[config.mk]
export PLATFORM = sky130hd
export DESIGN_NAME = sdram_bank_seq
export DESIGN_NICKNAME = d
export VERILOG_FILES = /design/src/rtl/sdram_seq_pkg.sv /design/src/rtl/sdram_req_fifo.sv /design/src/rtl/sdram_bank_track.sv /design/src/rtl/sdram_cmd_pick.sv /design/src/rtl/sdram_bank_seq.sv
export SDC_FILE = /design/constraint.sdc
export NUM_CORES = 1
export LEC_CHECK = 0
export BUFFER_PORTS_ARGS = -buffer_cell sky130_fd_sc_hd__buf_2
export CORE_ASPECT_RATIO = 0.6
export CORE_MARGIN = 8
export CORE_UTILIZATION = 40
export DETAILED_ROUTE_END_ITERATION = 8
export PLACE_DENSITY_LB_ADDON = 0.1
export SETUP_SLACK_MARGIN = 0.1
export SKIP_CTS_REPAIR_TIMING = 1
export SLEW_MARGIN = 20
export SYNTH_ARGS = -nofsm -noshare
export SYNTH_HDL_FRONTEND = slang
export SYNTH_SLANG_ARGS = --single-unit
[constraint.sdc]
create_clock -name clk -period 5.35 [get_ports clk]
set_clock_uncertainty 0.2 [all_clocks]
set_input_delay 0 -clock clk [delete_from_list [all_inputs] [get_ports clk]]
set_output_delay 0 -clock clk [all_outputs]
set_load 0.05 [all_outputs]
[src/rtl/sdram_seq_pkg.sv]
package sdram_seq_pkg;

  localparam int CNT_W = 8;
  typedef logic [CNT_W-1:0] cnt_t;

  typedef enum logic [2:0] {
    CMD_NOP = 3'd0,
    CMD_ACT = 3'd1,
    CMD_RD  = 3'd2,
    CMD_WR  = 3'd3,
    CMD_PRE = 3'd4,
    CMD_RDA = 3'd6,
    CMD_WRA = 3'd7
  } sdram_cmd_e;

  // burst length in cycles from the two-bit select
  function automatic cnt_t burst_cycles(input logic [1:0] code);
    return cnt_t'(1) << code;
  endfunction

  // value loaded into a down-counter so that the next command may follow
  // exactly 'gap' cycles later (counter reaches zero one cycle early because
  // the command itself is registered)
  function automatic cnt_t gap_load(input cnt_t gap);
    return (gap == '0) ? '0 : gap - cnt_t'(1);
  endfunction

  function automatic cnt_t cnt_step(input cnt_t c);
    return (c == '0) ? '0 : c - cnt_t'(1);
  endfunction

  // self-closing column is allowed once the implied close, BL cycles after
  // the column command, cannot precede the minimum open time
  function automatic logic ap_ras_met(input cnt_t ras_left, input cnt_t bl);
    return ras_left <= bl;
  endfunction

endpackage

[src/rtl/sdram_req_fifo.sv]
module sdram_req_fifo #(
  parameter int W     = 8,
  parameter int DEPTH = 4
) (
  input  logic         clk,
  input  logic         rst_n,
  input  logic         push,
  input  logic         pop,
  input  logic [W-1:0] din,
  output logic [W-1:0] dout,
  output logic         empty,
  output logic         full
);
  localparam int PTR_W = (DEPTH > 1) ? $clog2(DEPTH) : 1;

  logic [W-1:0]     mem [DEPTH];
  logic [PTR_W-1:0] wr_ptr, rd_ptr;
  logic [PTR_W:0]   level;

  function automatic logic [PTR_W-1:0] ptr_next(input logic [PTR_W-1:0] p);
    return (p == PTR_W'(DEPTH - 1)) ? '0 : p + PTR_W'(1);
  endfunction

  assign empty = (level == '0);
  assign full  = (level == (PTR_W+1)'(DEPTH));
  assign dout  = mem[rd_ptr];

  always_ff @(posedge clk) begin
    if (push && !full) mem[wr_ptr] <= din;
  end

  always_ff @(posedge clk) begin
    if (!rst_n) begin
      wr_ptr <= '0;
      rd_ptr <= '0;
      level  <= '0;
    end else begin
      if (push && !full) wr_ptr <= ptr_next(wr_ptr);
      if (pop && !empty) rd_ptr <= ptr_next(rd_ptr);
      case ({push && !full, pop && !empty})
        2'b10:   level <= level + (PTR_W+1)'(1);
        2'b01:   level <= level - (PTR_W+1)'(1);
        default: level <= level;
      endcase
    end
  end
endmodule

[src/rtl/sdram_bank_track.sv]
module sdram_bank_track
  import sdram_seq_pkg::*;
#(
  parameter int ROW_W = 12,
  parameter int T_RCD = 2,
  parameter int T_RAS = 5,
  parameter int T_RP  = 2
) (
  input  logic             clk,
  input  logic             rst_n,
  input  logic             do_act,
  input  logic             do_pre,
  input  logic             do_col,
  input  logic             col_ap,
  input  logic [ROW_W-1:0] row_in,
  input  cnt_t             bl,
  output logic             is_open,
  output logic [ROW_W-1:0] open_row,
  output logic             rcd_done,
  output cnt_t             ras_left,
  output logic             rp_done
);
  cnt_t rcd_cnt, ras_cnt, rp_cnt;

  assign rcd_done = (rcd_cnt == '0);
  assign rp_done  = (rp_cnt == '0);
  assign ras_left = ras_cnt;

  always_ff @(posedge clk) begin
    if (!rst_n) begin
      is_open  <= 1'b0;
      open_row <= '0;
      rcd_cnt  <= '0;
      ras_cnt  <= '0;
      rp_cnt   <= '0;
    end else begin
      rcd_cnt <= cnt_step(rcd_cnt);
      ras_cnt <= cnt_step(ras_cnt);
      rp_cnt  <= cnt_step(rp_cnt);
      if (do_act) begin
        is_open  <= 1'b1;
        open_row <= row_in;
        rcd_cnt  <= gap_load(cnt_t'(T_RCD));
        ras_cnt  <= gap_load(cnt_t'(T_RAS));
      end
      if (do_pre) begin
        is_open <= 1'b0;
        rp_cnt  <= gap_load(cnt_t'(T_RP));
      end
      if (do_col && col_ap) begin
        // close starts when the burst ends, reopen T_RP after that
        is_open <= 1'b0;
        rp_cnt  <= gap_load(bl + cnt_t'(T_RP));
      end
    end
  end
endmodule

[src/rtl/sdram_cmd_pick.sv]
module sdram_cmd_pick
  import sdram_seq_pkg::*;
#(
  parameter int NUM_BANKS = 4,
  parameter int BANK_W    = 2,
  parameter int ROW_W     = 12,
  parameter int COL_W     = 9,
  parameter int ADDR_W    = 12
) (
  input  logic                            head_valid,
  input  logic [BANK_W-1:0]               head_bank,
  input  logic [ROW_W-1:0]                head_row,
  input  logic [COL_W-1:0]                head_col,
  input  logic                            head_wr,
  input  logic                            head_ap,
  input  logic [NUM_BANKS-1:0]            bank_open,
  input  logic [NUM_BANKS-1:0][ROW_W-1:0] open_row,
  input  logic [NUM_BANKS-1:0]            rcd_done,
  input  logic [NUM_BANKS-1:0]            rp_done,
  input  cnt_t [NUM_BANKS-1:0]            ras_left,
  input  logic                            burst_idle,
  input  cnt_t                            bl,
  output sdram_cmd_e                      nxt_cmd,
  output logic [BANK_W-1:0]               nxt_bank,
  output logic [ADDR_W-1:0]               nxt_addr,
  output logic                            pop
);
  logic row_hit, col_ok;

  assign row_hit = bank_open[head_bank] && (open_row[head_bank] == head_row);
  assign col_ok  = rcd_done[head_bank] && burst_idle &&
                   (!head_ap || ap_ras_met(ras_left[head_bank], bl));

  always_comb begin
    nxt_cmd  = CMD_NOP;
    nxt_bank = head_bank;
    nxt_addr = '0;
    pop      = 1'b0;
    if (head_valid) begin
      if (!bank_open[head_bank]) begin
        if (rp_done[head_bank]) begin
          nxt_cmd  = CMD_ACT;
          nxt_addr = ADDR_W'(head_row);
        end
      end else if (!row_hit) begin
        if (ras_left[head_bank] == '0) nxt_cmd = CMD_PRE;
      end else if (col_ok) begin
        if (head_wr) nxt_cmd = head_ap ? CMD_WRA : CMD_WR;
        else         nxt_cmd = head_ap ? CMD_RDA : CMD_RD;
        nxt_addr = ADDR_W'(head_col);
        pop      = 1'b1;
      end
    end
  end
endmodule

[src/rtl/sdram_bank_seq.sv]
module sdram_bank_seq
  import sdram_seq_pkg::*;
#(
  parameter int NUM_BANKS = 4,
  parameter int BANK_W    = (NUM_BANKS > 1) ? $clog2(NUM_BANKS) : 1,
  parameter int ROW_W     = 12,
  parameter int COL_W     = 9,
  parameter int ADDR_W    = (ROW_W > COL_W) ? ROW_W : COL_W,
  parameter int T_RCD     = 2,
  parameter int T_RAS     = 5,
  parameter int T_RP      = 2,
  parameter int QDEPTH    = 4
) (
  input  logic              clk,
  input  logic              rst_n,
  input  logic [1:0]        bl_code,
  input  logic              req_valid,
  output logic              req_ready,
  input  logic [BANK_W-1:0] req_bank,
  input  logic [ROW_W-1:0]  req_row,
  input  logic [COL_W-1:0]  req_col,
  input  logic              req_write,
  input  logic              req_autopre,
  output logic [2:0]        cmd_code,
  output logic [BANK_W-1:0] cmd_bank,
  output logic [ADDR_W-1:0] cmd_addr
);
  localparam int REQ_W = BANK_W + ROW_W + COL_W + 2;

  // request queue
  logic [REQ_W-1:0] q_din, q_dout;
  logic             q_empty, q_full, q_pop;

  logic [BANK_W-1:0] head_bank;
  logic [ROW_W-1:0]  head_row;
  logic [COL_W-1:0]  head_col;
  logic              head_wr, head_ap;

  assign q_din     = {req_bank, req_row, req_col, req_write, req_autopre};
  assign {head_bank, head_row, head_col, head_wr, head_ap} = q_dout;
  assign req_ready = !q_full;

  sdram_req_fifo #(.W(REQ_W), .DEPTH(QDEPTH)) u_queue (
    .clk   (clk),
    .rst_n (rst_n),
    .push  (req_valid && req_ready),
    .pop   (q_pop),
    .din   (q_din),
    .dout  (q_dout),
    .empty (q_empty),
    .full  (q_full)
  );

  // per-bank state
  cnt_t bl;
  assign bl = burst_cycles(bl_code);

  logic [NUM_BANKS-1:0]            bank_open, rcd_done, rp_done, ras_zero;
  logic [NUM_BANKS-1:0][ROW_W-1:0] open_row;
  cnt_t [NUM_BANKS-1:0]            ras_left;
  logic [NUM_BANKS-1:0]            act_vec, pre_vec, col_vec;

  sdram_cmd_e        nxt_cmd;
  logic [BANK_W-1:0] nxt_bank;
  logic [ADDR_W-1:0] nxt_addr;

  always_comb begin
    for (int i = 0; i < NUM_BANKS; i++) begin
      act_vec[i]  = (nxt_cmd == CMD_ACT) && (nxt_bank == BANK_W'(i));
      pre_vec[i]  = (nxt_cmd == CMD_PRE) && (nxt_bank == BANK_W'(i));
      col_vec[i]  = q_pop && (nxt_bank == BANK_W'(i));
      ras_zero[i] = (ras_left[i] == '0);
    end
  end

  for (genvar g = 0; g < NUM_BANKS; g++) begin : g_bank
    sdram_bank_track #(
      .ROW_W (ROW_W),
      .T_RCD (T_RCD),
      .T_RAS (T_RAS),
      .T_RP  (T_RP)
    ) u_track (
      .clk      (clk),
      .rst_n    (rst_n),
      .do_act   (act_vec[g]),
      .do_pre   (pre_vec[g]),
      .do_col   (col_vec[g]),
      .col_ap   (head_ap),
      .row_in   (head_row),
      .bl       (bl),
      .is_open  (bank_open[g]),
      .open_row (open_row[g]),
      .rcd_done (rcd_done[g]),
      .ras_left (ras_left[g]),
      .rp_done  (rp_done[g])
    );
  end

  // shared data-burst window
  cnt_t              burst_left;
  logic [BANK_W-1:0] burst_bank;
  logic              burst_idle, burst_cut;

  assign burst_idle = (burst_left == '0);
  assign burst_cut  = (nxt_cmd == CMD_PRE) && (nxt_bank == burst_bank) && !burst_idle;

  always_ff @(posedge clk) begin
    if (!rst_n) begin
      burst_left <= '0;
      burst_bank <= '0;
    end else if (q_pop) begin
      burst_left <= gap_load(bl);
      burst_bank <= nxt_bank;
    end else if (burst_cut) begin
      burst_left <= '0;
    end else begin
      burst_left <= cnt_step(burst_left);
    end
  end

  sdram_cmd_pick #(
    .NUM_BANKS (NUM_BANKS),
    .BANK_W    (BANK_W),
    .ROW_W     (ROW_W),
    .COL_W     (COL_W),
    .ADDR_W    (ADDR_W)
  ) u_pick (
    .head_valid (!q_empty),
    .head_bank  (head_bank),
    .head_row   (head_row),
    .head_col   (head_col),
    .head_wr    (head_wr),
    .head_ap    (head_ap),
    .bank_open  (bank_open),
    .open_row   (open_row),
    .rcd_done   (rcd_done),
    .rp_done    (rp_done),
    .ras_left   (ras_left),
    .burst_idle (burst_idle),
    .bl         (bl),
    .nxt_cmd    (nxt_cmd),
    .nxt_bank   (nxt_bank),
    .nxt_addr   (nxt_addr),
    .pop        (q_pop)
  );

  // registered command bus
  sdram_cmd_e cmd_q;
  assign cmd_code = cmd_q;

  always_ff @(posedge clk) begin
    if (!rst_n) begin
      cmd_q    <= CMD_NOP;
      cmd_bank <= '0;
      cmd_addr <= '0;
    end else begin
      cmd_q    <= nxt_cmd;
      cmd_bank <= nxt_bank;
      cmd_addr <= nxt_addr;
    end
  end
endmodule

==> results.py, run 1 <==
metrics = {
    "outcome": {
        "status": "finished with violations",
        "violations": "hold timing",
    },
    "route": {
        "wire_per_inst_um": 18.1,
        "drt_first_pass_iters": 5,
        "drt_wl_total_mm": 29.8,
        "wl_met3_mm": 1.52,
        "wl_met2_mm": 11.5,
        "num_vias": 8493,
        "drt-met1-wl_mm": 16.4,
        "detail-route-antenna-nets": 0,
        "drc": 0,
        "first_iter_violations": 566,
        "top_layer": "met4",
        "viasPerCell": 5.17,
    },
    "worst_setup_path": {
        "cpMostUsedCell": "mux2i_1",
        "path_max_fanout": 48,
        "endpoint_kind": "register",
        "crit_chain": "mux4_2 -> buf_12 -> mux2i_1 -> mux2i_1 -> xnor2_1 -> nand4_1 -> or4_4 -> nor4b_2 -> buf_4 -> ha_1 -> inv_1 -> fa_1 -> xor2_1 -> or3_1 -> a21oi_1",
        "start_kind": "register",
        "rrSetupSlack_ns": 0.77,
        "cpPeakStageDelay_ns": 0.61,
        "crit_arrival_ns": 4.86,
        "required_ns": 5.63,
        "cpMaxStageDelayCell": "mux4_2",
        "critPathKind": "reg -> reg",
    },
    "synthesis": {
        "synth-seq-area-share": 0.542,
        "yosysUniqueCellTypes": 67,
        "synth_top_area_cell": "dfxtp_1",
        "synth.top_cell.area_share": 0.298,
        "synth_cells": 1138,
        "ys_seq_elements": 284,
        "syn_area_um2": 12300,
        "synthTopCellsByArea": "dfxtp_1 (30%), edfxtp_1 (24%), mux4_2 (5.3%)",
        "synth_flop_cell": "dfxtp_1",
        "post_synth.cell_area_avg_um2": 10.8,
        "synth-edff-count": 100,
        "synth_most_common_cell": "dfxtp_1",
        "synthesis.nets": 1202,
        "yosys_warnings": 0,
        "synthTopCellsByCount": "dfxtp_1 (184), nand2_1 (139), nor2_1 (118), edfxtp_1 (100), a21oi_1 (76)",
        "synthArstFlopShare": 0,
    },
    "grt": {
        "grt_pass1_wl_mm": 47.3,
        "antenna_found_initial": 0,
        "grt_pass1_vias": 8039,
        "grt_max_degree": 57,
        "gr-total-overflow": 0,
        "grt.total_usage": 0.157,
    },
    "timing": {
        "fin_crit_ns": 4.58,
        "worst_pin_slew_ns": 0.930,
        "maxSlewHeadroom": 0.375,
        "rsz0062_at_grt": "no",
        "finalSetupViolCount": 0,
        "slew_viol_final": 0,
        "holdWs_ns": -0.00118,
        "fin_ws_ns": 0.771,
        "timing.fmax_mhz": 218,
        "setup_tns_ns": 0,
        "hold_violations": 4,
        "finalCritPeriodShare": 0.856,
    },
    "floorplanning": {
        "start_util": 0.409,
        "num_rows": 49,
        "die_x_um": 243,
        "die_h_um": 152,
        "die-area_um2": 36900,
        "pin_count": 48,
        "core_area_um2": 30200,
    },
    "power": {
        "p_leak_nw": 5.36,
        "p_int_mw": 4.76,
        "p_sw_frac": 0.326,
        "ir_drop_mv": 0.209,
        "power.total_mw": 7.07,
        "p_switching_mw": 2.31,
        "powerDensity_nw_per_um2": 495,
        "p_seq_frac": 0.412,
        "comb_power_share": 0.302,
        "pwr-share-clk": 0.286,
    },
    "final_layout": {
        "finalCoreUtilization": 0.474,
        "diodes": 0,
        "drive_gt1_frac": 0.133,
        "fin_cells": 1644,
        "area_delta_synth_final_pct": 15.7,
        "final_net_count": 1280,
        "design_area_um2": 14300,
    },
    "place": {
        "dp_slack_ns": 0.767,
        "hpwl_mm": 20.3,
        "gp_congestion": 0.775,
        "io_buffers": 47,
        "dp_cells": 1565,
        "placed_cell_area_um2": 13100,
    },
    "clocking": {
        "clk_pin_slew_worst_paths_ns": 0.07,
        "cts_tree": "built",
        "root_buffer": "clkbuf_16",
        "h-tree-depth": 1,
        "cts-buffers-inserted": 27,
        "clock_path_buffers": 3,
        "cts.sinks": 284,
        "clk_latency_ns": 0.55,
    },
    "min_path": {
        "worstHoldPathType": "in -> reg",
    },
    "run": {
        "drv_cap": 0,
    },
}
## worst paths after layout
path | start | to | depth (start not counted)
min | req_row[2] | u_queue.mem[1][13] | 2
max | register | u_queue.level[2] | 15
min reg2reg | g_bank[3].u_track.open_row[1] | g_bank[3].u_track.open_row[1] | 2
max reg2reg | register | u_queue.level[2] | 15
## power groups by stage
stage                     registers (mW)  clock network (mW)  logic [mW]
after floorplan                     2.90                   0        1.67
after global placement              2.96                   0        2.10
after detailed placement            2.95                   0        2.11
after CTS                           2.91                2.07        2.12
after global routing                2.96                2.16        2.42
final                               2.91                2.02        2.13
## critical path, delay by kind of cell (launching register included)
family                     cells  cell delay [ns]
adders and majority gates      2             0.56
DFF                            1             0.40
AOI/OAI and AO/OA              1             0.13
and+or+nand+nor                4             1.30
buffers and inverters          3             0.51
xor gates and xnor gates       2             0.45
muxes                          3             0.92
## routing by layer
layer | vias to the layer above | global-route usage
li1 | 4184 | -
met1 | 4088 | 0.258
met2 | 188 | 0.207
met3 | 33 | 0.0285
met4 | 0 | 0.0313
met5 | - | 0
## kinds of logic after synthesis
| logic type | synth area share |
|---|---|
| compound gates | 0.0708 |
| fa+ha+maj | 0.0351 |
| simple gates | 0.162 |
| buf+inv | 0.0339 |
| flops | 0.542 |
| xor+xnor | 0.0594 |
| mux | 0.0976 |
## registers in the layout, indices dropped and copies added, names as in the netlist, 3 cells and up, named ones only
name                     cells
u_queue.level                3
g_bank.u_track.open_row     48
g_bank.u_track.rcd_cnt      32
g_bank.u_track.ras_left     32
cmd_code                     3
burst_left                   8
u_queue.mem                100
cmd_addr                    12
g_bank.u_track.rp_cnt       32
g_bank.u_track.is_open       4
## cells in the final DEF, fill, tap and decap left out, drive strengths merged, types with 6 or more instances in the layout
master       count
a211oi           9
and2             7
nor4b            6
mux2i           48
o2bb2ai         15
nor3            31
a21oi           76
xnor2           48
dlygate4sd3     30
inv             53
nand4            9
buf             65
nor4            12
mux4            30
nor2b            6
nand2          139
o21ai           10
xor2            34
nand3           29
clkinv           6
or3             10
ha              33
nor3b            9
or4             10
dfxtp          184
edfxtp         100
and3             8
nor2           118
clkbuf          39
## area by class of cell
cell class	instances	area, um2
clock buffer	39	779
clock inverter	10	153
fill	2805	15900
inverter	53	199
multi-input combinational	755	5280
sequential	284	6690
tap	408	510
timing repair buffer	95	683
Power figures use the tool's default switching activity.
==> run 2, diff against run 1 <==
Settings changed: ABC_AREA set to 1.
==> run 2 against run 1 <==
- the flow still finishes with violations (hold timing)
- worst hold slack worse by 0.0030 ns
- cell count up 31%
- clock power up 4%
- critical path depth up 9
- first-iteration DRC count up 34%
- sequential cell count unchanged
- wire length up 14%
- largest power group unchanged
- highest routed layer unchanged
==> results.py, run 2 <==
metrics = {
    "final_layout": {
        "area_delta_synth_final_pct": 15.0,
        "drive_gt1_frac": 0.111,
        "largest_reg_flops": 100,
        "layout_commonest_cell": "nand2_1",
        "diodes": 0,
        "fin_cells": 2148,
        "nFillCells": 3135,
        "reg.largest.list": "u_queue.mem: 100 flops, g_bank.u_track.open_row: 48 flops",
        "design_area_um2": 15200,
        "regMostFlops": "u_queue.mem",
        "finalCoreUtilization": 0.468,
        "final_cell_mix": "nand2_1 (339), nor2_1 (228), inv_1 (196), dfxtp_1 (183), o21ai_0 (107)",
        "final_net_count": 1766,
    },
    "worst_setup_path": {
        "required_ns": 5.58,
        "r2r_end": "u_queue.level[2]",
        "cpMostUsedCell": "nand2_1",
        "cpPeakStageDelay_ns": 0.49,
        "crit_arrival_ns": 5.01,
        "rrSetupSlack_ns": 0.57,
        "crit_chain": "inv_2 -> nand2_1 -> nand2_1 -> nand2_1 -> nand2_1 -> nor2_1 -> a22oi_1 -> o211ai_1 -> ha_1 -> nor2_1 -> o21ai_0 -> a32oi_1 -> o21ai_1 -> nand2_1 -> inv_1 -> nand3_2 -> nor2_2 -> ha_1 -> inv_1 -> fa_1 -> a21oi_1 -> o21ai_0 -> o21ai_0 -> a21oi_1",
        "start_kind": "register",
        "cp_num_buf_inv": 3,
        "endpoint_kind": "register",
        "path_max_fanout": 16,
        "critPathKind": "reg -> reg",
        "rr_worst_depth": 24,
        "cp_top_family": "simple AND/OR/NAND/NOR gates",
        "cpMaxStageDelayCell": "dfxtp_2",
    },
    "route": {
        "num_vias": 10500,
        "drt_first_pass_iters": 5,
        "drt_wl_total_mm": 34.0,
        "drc": 0,
        "first_iter_violations": 759,
        "viasPerCell": 4.91,
        "wire_per_inst_um": 15.8,
        "detail-route-antenna-nets": 0,
    },
    "synthesis": {
        "synth.top_cell.area_share": 0.279,
        "post_synth.cell_area_avg_um2": 8.17,
        "syn_area_um2": 13200,
        "synthTopCellsByArea": "dfxtp_1 (28%), edfxtp_1 (23%), nand2_1 (9.6%)",
        "yosys_warnings": 0,
        "synth_flop_cell": "dfxtp_1",
        "synthesis.nets": 1681,
        "ys_seq_elements": 284,
        "synthArstFlopShare": 0,
        "synth-seq-area-share": 0.506,
        "synth_most_common_cell": "nand2_1",
        "synthTopCellsByCount": "nand2_1 (339), nor2_1 (233), inv_1 (195), dfxtp_1 (184), o21ai_0 (107)",
        "synth_top_area_cell": "dfxtp_1",
        "synth-edff-count": 100,
        "synth_cells": 1617,
        "yosysUniqueCellTypes": 49,
    },
    "clocking": {
        "cts_tree": "built",
        "cts.sinks": 284,
        "clk_latency_ns": 0.56,
        "cts-buffers-inserted": 29,
        "h-tree-depth": 1,
        "clock_path_buffers": 3,
        "root_buffer": "clkbuf_16",
        "clk_pin_slew_worst_paths_ns": 0.06,
    },
    "timing": {
        "fin_crit_ns": 4.78,
        "setup_tns_ns": 0,
        "rsz0062_at_grt": "no",
        "slew_viol_final": 0,
        "finalCritPeriodShare": 0.893,
        "maxSlewHeadroom": 0.341,
        "hold_violations": 4,
        "worst_pin_slew_ns": 0.988,
        "timing.fmax_mhz": 209,
        "holdWs_ns": -0.00423,
        "finalSetupViolCount": 0,
    },
    "power": {
        "p_leak_nw": 6.55,
        "ir_drop_mv": 0.271,
        "powerDensity_nw_per_um2": 472,
    },
    "place": {
        "io_buffers": 47,
        "gp_congestion": 0.899,
        "placed_cell_area_um2": 13800,
        "dp_cells": 2059,
        "hpwl_mm": 24.1,
    },
    "min_path": {
        "hp-start": "req_row[10]",
        "whs_path_depth": 2,
        "hold_end": "u_queue.mem[1][21]",
        "worstHoldPathType": "in -> reg",
    },
    "grt": {
        "grt_pass1_wl_mm": 53.9,
        "gr-total-overflow": 0,
        "grt_max_degree": 58,
        "antenna_found_initial": 0,
        "grt_pass1_vias": 9463,
        "grt.total_usage": 0.171,
    },
    "outcome": {
        "status": "finished with violations",
        "violations": "hold timing",
    },
    "floorplanning": {
        "die-area_um2": 39300,
        "num_rows": 51,
        "die_h_um": 157,
        "core_area_um2": 32500,
        "die_x_um": 251,
        "pin_count": 48,
        "start_util": 0.407,
    },
    "run": {
        "drv_cap": 0,
    },
}
-- run 2: worst max path at each step --
| stage | endpoint | slack, ns | cells past startpoint |
|---|---|---|---|
| CTS | u_queue.level[2] | 0.48 | 27 |
| global route | u_queue.level[2] | 0.14 | 27 |
| detailed placement | u_queue.level[2] | 0.49 | 27 |
| finish | u_queue.level[2] | 0.57 | 24 |
| global placement | u_queue.level[2] | 0.51 | 27 |
| floorplan | u_queue.level[2] | 1.45 | 28 |
-- run 2: through the flow --
stage	setup WS [ns]	power (mW)
finish	0.572	7.18
global route	0.140	7.70
CTS	0.479	7.20
detailed placement	0.490	5.07
global placement	0.511	5.06
floorplan	1.45	4.55
-- run 2: cell type report --
type	count	area, um2	share of cell area
multi-input combinational	1076	5470	0.360
clock buffer	31	753	0.0496
inverter	210	790	0.0520
clock inverter	22	235	0.0155
tap	424	531	0.0349
timing repair buffer	101	731	0.0481
sequential	284	6690	0.440
-- run 2: cells by family (layout without fill, tap and decap cells) --
family | after synthesis | after routing | synth area share
AOI/OAI and AO/OA | 245 | 245 | 0.107
xor gates and xnor gates | 46 | 46 | 0.0305
adders and majority gates | 34 | 34 | 0.0328
buffers and inverters | 257 | 364 | 0.0812
DFF | 284 | 284 | 0.506
and+or+nand+nor | 751 | 751 | 0.242
-- run 2: per-layer routing --
| metal | GRT usage | vias to the layer above | share of wire |
|---|---|---|---|
| met5 | 0 | - | 0 |
| met4 | 0.0331 | 0 | 0.017 |
| met3 | 0.0328 | 42 | 0.063 |
| met2 | 0.222 | 260 | 0.37 |
| met1 | 0.280 | 4801 | 0.55 |
| li1 | - | 5442 | - |
-- run 2: report_power, final --
group          internal (mW)  total, mW  switching, mW
sequential              2.60       2.84          0.235
clock                   1.22       2.10          0.888
combinational          0.858       2.23           1.38
==> run 3, diff against run 2 <==
Clock period 5.35 ns to 4.5 ns, I/O delays scaled along.
==> run 3 against run 2 <==
- the flow still finishes with violations (hold timing)
- maximum frequency up 17%
- global-route usage about the same
- count of clock-buffer cells in the layout up 7
- wire length up 1.3%
- register-to-register slack worse by 0.14 ns
- power up 22%
- non-clock buffer count up 13
- setup slack worse by 0.14 ns
- clock power up 28%
==> results.py, run 3 (synthesized netlist as in run 2, its figures left out) <==
metrics = {
    "worst_setup_path": {
        "crit_arrival_ns": 4.31,
        "cpPeakStageDelay_ns": 0.39,
        "cpMaxStageDelayCell": "dfxtp_4",
        "rrSetupSlack_ns": 0.43,
        "cpMostUsedCell": "inv_1",
        "start_kind": "register",
        "required_ns": 4.73,
        "endpoint_kind": "register",
        "critPathKind": "reg -> reg",
        "path_max_fanout": 13,
    },
    "timing": {
        "fin_crit_ns": 4.07,
        "rsz0062_at_grt": "no",
        "finalSetupViolCount": 0,
        "finalCritPeriodShare": 0.905,
        "holdWs_ns": -0.00260,
        "slew_viol_final": 0,
        "maxSlewHeadroom": 0.501,
        "worst_pin_slew_ns": 0.746,
        "setup_tns_ns": 0,
        "timing.fmax_mhz": 246,
        "hold_violations": 3,
    },
    "clocking": {
        "cts-buffers-inserted": 29,
        "clk_pin_slew_worst_paths_ns": 0.07,
        "root_buffer": "clkbuf_16",
        "h-tree-depth": 1,
        "clk_latency_ns": 0.56,
        "cts_tree": "built",
        "cts.sinks": 284,
        "clock_path_buffers": 3,
    },
    "power": {
        "comb_power_share": 0.306,
        "pwr-share-clk": 0.308,
        "ir_drop_mv": 0.349,
        "p_leak_nw": 6.70,
        "p_sw_frac": 0.338,
        "powerDensity_nw_per_um2": 566,
        "p_seq_frac": 0.387,
        "p_int_mw": 5.78,
        "p_switching_mw": 2.95,
    },
    "route": {
        "num_vias": 10600,
        "viasPerCell": 4.91,
        "detail-route-antenna-nets": 0,
        "first_iter_violations": 817,
        "drc": 0,
        "wire_per_inst_um": 15.9,
        "drt_first_pass_iters": 6,
        "drt_wl_total_mm": 34.4,
    },
    "floorplanning": {
        "core_area_um2": 32500,
        "start_util": 0.407,
        "num_rows": 51,
        "die_x_um": 251,
        "die-area_um2": 39300,
        "die_h_um": 157,
        "pin_count": 48,
    },
    "grt": {
        "grt_pass1_vias": 9522,
        "gr-total-overflow": 0,
        "antenna_found_initial": 0,
        "grt_pass1_wl_mm": 53.8,
        "grt.total_usage": 0.171,
        "grt_max_degree": 49,
    },
    "final_layout": {
        "nFillCells": 3168,
        "design_area_um2": 15400,
        "area_delta_synth_final_pct": 16.9,
        "largest_reg_flops": 100,
        "layout_commonest_cell": "nand2_1",
        "final_net_count": 1779,
        "regMostFlops": "u_queue.mem",
        "fin_cells": 2161,
        "reg.largest.list": "u_queue.mem: 100 flops, g_bank.u_track.open_row: 48 flops",
        "diodes": 0,
        "drive_gt1_frac": 0.119,
        "final_cell_mix": "nand2_1 (338), nor2_1 (228), inv_1 (195), dfxtp_1 (182), o21ai_0 (106)",
    },
    "min_path": {
        "hp-start": "req_col[2]",
        "worstHoldPathType": "in -> reg",
    },
    "place": {
        "io_buffers": 47,
        "gp_congestion": 0.902,
        "dp_cells": 2070,
        "placed_cell_area_um2": 13900,
        "hpwl_mm": 24.5,
    },
    "run": {
        "drv_cap": 0,
    },
    "outcome": {
        "status": "finished with violations",
        "violations": "hold timing",
    },
}
## run 3: cell types whose count changed in the layout (fill, tap and decap cells not counted), sizes merged
cell and delta:
bufinv +2, clkinvlp -7, clkinv -2, buf +11
dlygate4sd3 +2, clkbuf +7
## run 3: critical path, delay by kind of cell, from the launching register on
kind                     cells  cell delay (ns)
AO/OA/AOI/OAI                9             1.17
adder cells (fa/ha/maj)      3             0.79
buffers and inverters        6             0.47
flip-flops                   1             0.39
AND/OR/NAND/NOR              9             0.94
## run 3: cell type report
type	count	area, um2	share of cell area
flip-flops and latches	284	6690	0.433
multi-input cells	1076	5490	0.356
repair buffers	114	858	0.0556
clock buffers	38	841	0.0544
inverters	210	792	0.0513
well taps	424	531	0.0344
clock inverters	15	238	0.0154
## run 3: worst paths after layout
check,cells past startpoint,to
setup reg to reg,27,u_queue.level[2]
hold / removal,2,u_queue.mem[2][4]
hold reg to reg,1,g_bank[2].u_track.ras_left[0]
setup / recovery,27,u_queue.level[2]
## run 3: metrics by stage
step                       util  setup WS (ns)  total power, mW
after floorplan               -          0.597             5.41
after global placement    0.429          0.311             6.03
after detailed placement  0.429          0.192             6.04
after CTS                 0.462          0.173             8.77
after global routing      0.475          0.127             9.35
final                     0.475          0.428             8.73
## run 3: layer usage
layer,routed length [um],vias to the layer above,GRT usage
met2,12700,268,0.225
li1,-,5459,-
met4,580,0,0.0343
met3,2660,34,0.0393
met5,0,-,0
met1,18400,4842,0.272
## run 3: power by group through the flow
stage	registers [mW]	clock network (mW)	logic (mW)
finish	3.38	2.69	2.67
global route	3.43	2.86	3.06
CTS	3.37	2.76	2.64
detailed placement	3.42	0	2.62
global placement	3.42	0	2.60
floorplan	3.38	0	2.03
